## src/rtl/bist_sched_pkg.sv

```systemverilog
package bist_sched_pkg;

    typedef enum logic [1:0] {
        ST_IDLE = 2'd0,
        ST_RUN  = 2'd1,
        ST_FIN  = 2'd2
    } sched_state_e;

endpackage

```

## src/rtl/bist_test_lane.sv

```systemverilog
// One test slot: a down-counter that holds the remaining cycles of its test.
module bist_test_lane #(
    parameter int LEN_W = 8
) (
    input  logic             clk,
    input  logic             rst_n,
    input  logic             load_i,
    input  logic [LEN_W-1:0] len_i,
    output logic             en_o,
    output logic             ending_o
);

    logic [LEN_W-1:0] cnt_d, cnt_q;

    always_comb begin
        cnt_d = cnt_q;
        if (load_i) begin
            cnt_d = len_i;
        end else if (cnt_q != '0) begin
            cnt_d = cnt_q - LEN_W'(1);
        end
    end

    always_ff @(posedge clk or negedge rst_n) begin
        if (!rst_n) begin
            cnt_q <= '0;
        end else begin
            cnt_q <= cnt_d;
        end
    end

    assign en_o     = (cnt_q != '0);
    // Lane is idle after the coming edge unless it is reloaded.
    assign ending_o = (cnt_q <= LEN_W'(1));

endmodule

```

## src/rtl/bist_power_sum.sv

```systemverilog
// Adds the weights of every enabled test.
module bist_power_sum #(
    parameter int                           NUM_TESTS = 6,
    parameter int                           PWR_W     = 3,
    parameter int                           SUM_W     = 6,
    parameter logic [NUM_TESTS*PWR_W-1:0]   TEST_PWR  = '0
) (
    input  logic [NUM_TESTS-1:0] en_i,
    output logic [SUM_W-1:0]     sum_o
);

    always_comb begin
        sum_o = '0;
        for (int i = 0; i < NUM_TESTS; i++) begin
            if (en_i[i]) begin
                sum_o = sum_o + SUM_W'(TEST_PWR[i*PWR_W +: PWR_W]);
            end
        end
    end

endmodule

```

## src/rtl/bist_session_ctrl.sv

```systemverilog
module bist_session_ctrl
    import bist_sched_pkg::*;
#(
    parameter int NUM_TESTS = 6,
    parameter int NUM_SESS  = 4,
    parameter int LEN_W     = 8,
    parameter int PWR_W     = 3,
    parameter int CYC_W     = 16,
    parameter int PMAX      = 4,
    // Test 1 in the lowest slice.
    parameter logic [NUM_TESTS*LEN_W-1:0]    TEST_LEN  =
        {8'd100, 8'd10, 8'd5, 8'd10, 8'd10, 8'd100},
    parameter logic [NUM_TESTS*PWR_W-1:0]    TEST_PWR  =
        {3'd1, 3'd2, 3'd1, 3'd1, 3'd1, 3'd2},
    // Entry 0 in the lowest slice; an all-zero mask ends the list.
    parameter logic [NUM_SESS*NUM_TESTS-1:0] SESS_MASK =
        {6'b000000, 6'b100001, 6'b010010, 6'b001100},
    localparam int SES_W = (NUM_SESS > 1) ? $clog2(NUM_SESS) : 1,
    localparam int SUM_W = PWR_W + $clog2(NUM_TESTS + 1)
) (
    input  logic                 clk,
    input  logic                 rst_n,
    input  logic                 start_i,
    output logic [NUM_TESTS-1:0] test_en_o,
    output logic [SES_W-1:0]     session_o,
    output logic [SUM_W-1:0]     power_o,
    output logic                 overrun_o,
    output logic                 busy_o,
    output logic                 done_o,
    output logic [CYC_W-1:0]     cycles_o
);

    typedef struct packed {
        sched_state_e     state;
        logic [SES_W-1:0] sess;
        logic [CYC_W-1:0] cyc;
        logic             ovr;
    } ctrl_t;

    ctrl_t ctrl_d, ctrl_q;

    logic [NUM_TESTS-1:0] lane_en;
    logic [NUM_TESTS-1:0] lane_ending;
    logic [NUM_TESTS-1:0] load_vec;
    logic [SUM_W-1:0]     power_sum;

    function automatic logic [NUM_TESTS-1:0] entry_mask(input int idx);
        if (idx < NUM_SESS) begin
            return SESS_MASK[idx*NUM_TESTS +: NUM_TESTS];
        end
        return '0;
    endfunction

    always_comb begin
        int nxt;
        logic [NUM_TESTS-1:0] nxt_mask;
        ctrl_d   = ctrl_q;
        load_vec = '0;
        nxt      = int'(ctrl_q.sess) + 1;
        nxt_mask = entry_mask(nxt);

        unique case (ctrl_q.state)
            ST_IDLE: begin
                if (start_i) begin
                    ctrl_d.cyc  = '0;
                    ctrl_d.sess = '0;
                    if (entry_mask(0) != '0) begin
                        ctrl_d.state = ST_RUN;
                        load_vec     = entry_mask(0);
                    end else begin
                        ctrl_d.state = ST_FIN;
                    end
                end
            end
            ST_RUN: begin
                ctrl_d.cyc = ctrl_q.cyc + CYC_W'(1);
                if (&lane_ending) begin
                    if (nxt_mask != '0) begin
                        ctrl_d.sess = SES_W'(nxt);
                        load_vec    = nxt_mask;
                    end else begin
                        ctrl_d.state = ST_FIN;
                    end
                end
            end
            ST_FIN: begin
                ctrl_d.state = ST_IDLE;
            end
            default: begin
                ctrl_d.state = ST_IDLE;
            end
        endcase

        if (power_sum > SUM_W'(PMAX)) begin
            ctrl_d.ovr = 1'b1;
        end
    end

    always_ff @(posedge clk or negedge rst_n) begin
        if (!rst_n) begin
            ctrl_q <= '{state: ST_IDLE, sess: '0, cyc: '0, ovr: 1'b0};
        end else begin
            ctrl_q <= ctrl_d;
        end
    end

    for (genvar g = 0; g < NUM_TESTS; g++) begin : g_lane
        bist_test_lane #(.LEN_W(LEN_W)) i_lane (
            .clk      (clk),
            .rst_n    (rst_n),
            .load_i   (load_vec[g]),
            .len_i    (TEST_LEN[g*LEN_W +: LEN_W]),
            .en_o     (lane_en[g]),
            .ending_o (lane_ending[g])
        );
    end

    bist_power_sum #(
        .NUM_TESTS (NUM_TESTS),
        .PWR_W     (PWR_W),
        .SUM_W     (SUM_W),
        .TEST_PWR  (TEST_PWR)
    ) i_power (
        .en_i  (lane_en),
        .sum_o (power_sum)
    );

    assign test_en_o = lane_en;
    assign session_o = ctrl_q.sess;
    assign power_o   = power_sum;
    assign overrun_o = ctrl_q.ovr;
    assign busy_o    = (ctrl_q.state == ST_RUN);
    assign done_o    = (ctrl_q.state == ST_FIN);
    assign cycles_o  = ctrl_q.cyc;

endmodule

```

## config.mk

```make
export PLATFORM = sky130hd
export DESIGN_NAME = bist_session_ctrl
export DESIGN_NICKNAME = d
export VERILOG_FILES = /design/src/rtl/bist_sched_pkg.sv /design/src/rtl/bist_test_lane.sv /design/src/rtl/bist_power_sum.sv /design/src/rtl/bist_session_ctrl.sv
export SDC_FILE = /design/constraint.sdc
export NUM_CORES = 1
export LEC_CHECK = 0
export CAP_MARGIN = 20
export CORE_ASPECT_RATIO = 1.75
export CORE_MARGIN = 4
export CORE_UTILIZATION = 45
export CTS_BUF_LIST = sky130_fd_sc_hd__clkbuf_2
export DETAILED_ROUTE_END_ITERATION = 16
export PLACE_DENSITY_LB_ADDON = 0.15
export RECOVER_POWER = 100
export SETUP_SLACK_MARGIN = 0.5
export SYNTH_ARGS = -nofsm -noshare
export SYNTH_HDL_FRONTEND = slang
export SYNTH_SLANG_ARGS = --single-unit
```

## constraint.sdc

```tcl
create_clock -name clk -period 5.3 [get_ports clk]
set_input_delay 1.325 -clock clk [delete_from_list [all_inputs] [get_ports clk]]
set_output_delay 1.325 -clock clk [all_outputs]
set_load 0.01 [all_outputs]
```

==> qor.yml <==
die:
  row_count: 46
  dieArea_um2: 10900
  die_w_um: 80.6
  die_height_um: 135
  ioPinCount: 36
  core_area_um2: 9040
  initial_utilization_pct: 46.0
synthesis:
  synth_compound_area_share_pct: 11.4
  synthArstFlopShare_pct: 100
  synthFlopType: "dfrtp_1"
  syn-num-nets: 479
  yosys_warnings: 0
  synth_top_area_share_pct: 41.6
  synthesis.area_um2: 4150
  yosys.area_share.simple_pct: 23.8
  syn_avg_cell_area_um2: 9.13
  ys_seq_elements: 69
  synthTopCellsByCount: "dfrtp_1, nand2_1, nor2_1, o21ai_0, buf_4"
  yosys-top-cells-area: "dfrtp_1, ha_1, xnor2_1"
  synth-xor-area-share_pct: 7.20
  synth_edf_count: 0
  synthAdderAreaFrac_pct: 6.33
  synth-seq-area-share_pct: 41.6
  syn_inst: 455
  synth_top_family_by_area: "simple AND/OR/NAND/NOR gates"
  synth_cell_types: 60
  yosysTopAreaCell: "dfrtp_1"
  yosysMostFrequentCell: "dfrtp_1"
  synth_mux_area_share_pct: 1.54
detailed_routing:
  drtPass1Iterations: 4
  wirelength_um: 9320
  wl_per_cell_um: 15.2
  drcViolationCount: 0
  dr.first_iter.drc_count: 143
  wl_met3_um: 254
  highest_layer: "met4"
  routedLengthMet1_um: 3620
  via_per_inst: 5.43
  met2_length_um: 5190
  ant_nets: 0
  vias: 3341
cts:
  clockRootBuffer: "clkbuf_2"
  clock_latency_ns: 0.51
  htreeDepth: 3
  cts_buffer_depth: 2
  clkTransAtPathRegs_ns: 0.18
  cts_sinks: 69
  cts_tree: "done"
  cts_buffers: 9
sta:
  worst_slack_ns: -0.0631
  final-hold-violation-count: 0
  rsz0062_at_grt: "true"
  worst_pin_slew_ns: 2.08
  drv_slew: 72
  skew_ns: 0.0240
  max_freq_mhz: 186
  slew_headroom_pct: -38.7
  setup_viol: 1
  period_share_pct: 101
  fin_setup_tns_ns: -0.0631
  fin_crit_ns: 5.36
worst_setup_path:
  crit_path_top_delay_cell: "or4b_4"
  cp.arrival_ns: 4.04
  crit_path_end_kind: "output port"
  crit_chain: "inv_2 > ha_4 > or4b_4 > o2111a_2 > or2_4 > ha_4 > a21boi_4 > a31oi_4 > inv_2 > ha_4 > o221ai_2 > nor3_1 > o21ai_1 > xor2_1 > o21ai_2 > xnor2_2 > buf_2"
  path_class: "reg -> out"
  crit_required_ns: 3.97
  r2r_slack_ns: 1.48
  crit_top_cell: "ha_4"
  worstPathMaxFanout: 5
  cpPeakStageDelay_ns: 0.51
  cp-start-kind: "flip-flop"
final_layout:
  fill_cells: 895
  postLayoutCoreUtil_pct: 52.9
  instances_no_fill: 615
  final_layout_size_suffix_gt1_share_pct: 16.2
  syn_to_final_growth_pct: 15.0
  fin_area_um2: 4780
  final_nets: 515
power:
  pwr_density_cell_nw_per_um2: 162
  p_leak_nw: 2.25
  ir_drop_uv: 126
grt:
  grt_pass1_vias: 3263
  antenna_found_initial: 1
  grt_max_degree: 40
  grt_pass1_wl_um: 15800
  grt_use_total_pct: 18.7
  grt.overflow.total: 0
place:
  place_congestion: 0.892
  port_buffers: 34
  place_area_um2: 4590
  placed_cells: 592
  hpwl_um: 7080
job:
  maxCapViolCount: 2
hold_path:
  hp-class: "reg -> reg"
outcome:
  outcome: "complete, but fails checks"
  failed_checks: "max-capacitance violations, max-slew violations, negative setup slack"
## routing by layer
layer | global-route usage [%] | vias to the layer above
li1 | - | 1660
met1 | 20.5 | 1614
met2 | 34.5 | 48
met3 | 3.34 | 19
met4 | 7.80 | 0
met5 | 0 | -
## state kept, by name, summed over array words and instances (netlist names)
signal / cells
ctrl_q: 2
cycles_o: 16
g_lane.i_lane.cnt_q: 48
overrun_o: 1
session_o: 2
## area by class of cell
cell class,count,area (µm²),share of cell area [%]
multi-input combinational,326,2240,46.8
sequential,69,1730,36.1
timing repair buffer,59,494,10.3
tap,120,150,3.14
inverter,26,97.6,2.04
clock buffer,11,55.1,1.15
clock inverter,3,15.0,0.314
antenna,1,2.50,0.0524
## report_power, final
group / switching [mW] / internal [mW] / leakage, nW
combinational: 0.0110 / 0.000795 / 1.31
sequential: 0 / 0.527 / 0.889
clock: 0.177 / 0.0585 / 0.0574
total: 0.188 / 0.586 / 2.25
## path summary, 6_finish.rpt
path	start	to	cells past startpoint
max	g_lane[2].i_lane.cnt_q[0]	power_o[3]	17
min	overrun_o	overrun_o	1
max reg2reg	g_lane[2].i_lane.cnt_q[0]	overrun_o	17
min reg2reg	overrun_o	overrun_o	1
max in group asynchronous	rst_n	g_lane[2].i_lane.cnt_q[6]	2
min in group asynchronous	rst_n	g_lane[4].i_lane.cnt_q[0]	1
## through the flow
| step | hold WS [ns] | worst slack (ns) | total power, mW |
|---|---|---|---|
| 2_1_floorplan | 0.458 | 0.495 | 0.537 |
| 3_3_place_gp | 0.456 | 0.0345 | 0.550 |
| 3_5_place_dp | 0.479 | -0.00954 | 0.550 |
| 4_1_cts | 0.511 | -0.102 | 0.788 |
| 5_1_grt | 0.517 | -0.282 | 0.814 |
| 6_report | 0.497 | -0.0631 | 0.774 |
## placed cells by master (no fill, tap or decap), types with 4 or more instances in the layout
cell	instances
a21o_1	6
a21oi_1	8
and2_0	4
buf_2	4
buf_4	21
clkbuf_1	4
clkbuf_2	11
dfrtp_1	69
dlygate4sd3_1	26
ha_1	17
inv_1	21
inv_2	4
nand2_1	49
nand2b_1	4
nand3_1	20
nand4_1	9
nor2_1	39
nor3_1	16
nor4_1	15
o21ai_0	36
o22ai_1	4
or4_1	4
xnor2_1	19
xor2_1	8
## timing repair
action,in CTS,in global routing
setup endpoints to repair,4,4
setup buffers,5,3
pin swaps,11,3
hold buffers,0,0
gates cloned,0,0
gates resized for setup,20,10
## cells by family (layout without fill, tap and decap cells)
kind of cell | after synthesis | after routing
other | 1 | 2
XOR/XNOR | 32 | 32
AO/OA/AOI/OAI | 76 | 76
AND/OR/NAND/NOR | 190 | 190
multiplexers | 6 | 6
adder cells (fa/ha/maj) | 21 | 21
flip-flops | 69 | 69
buffers and inverters | 60 | 99
## worst max-delay path, delay by kind of cell (launching register included)
kind,cells,cell delay [ns]
buf+inv,3,0.32
simple gates,3,0.90
fa+ha+maj,3,0.62
xor+xnor,2,0.30
flops,1,0.42
compound gates,6,0.95
Note: power is estimated with default switching activity, not from simulation.
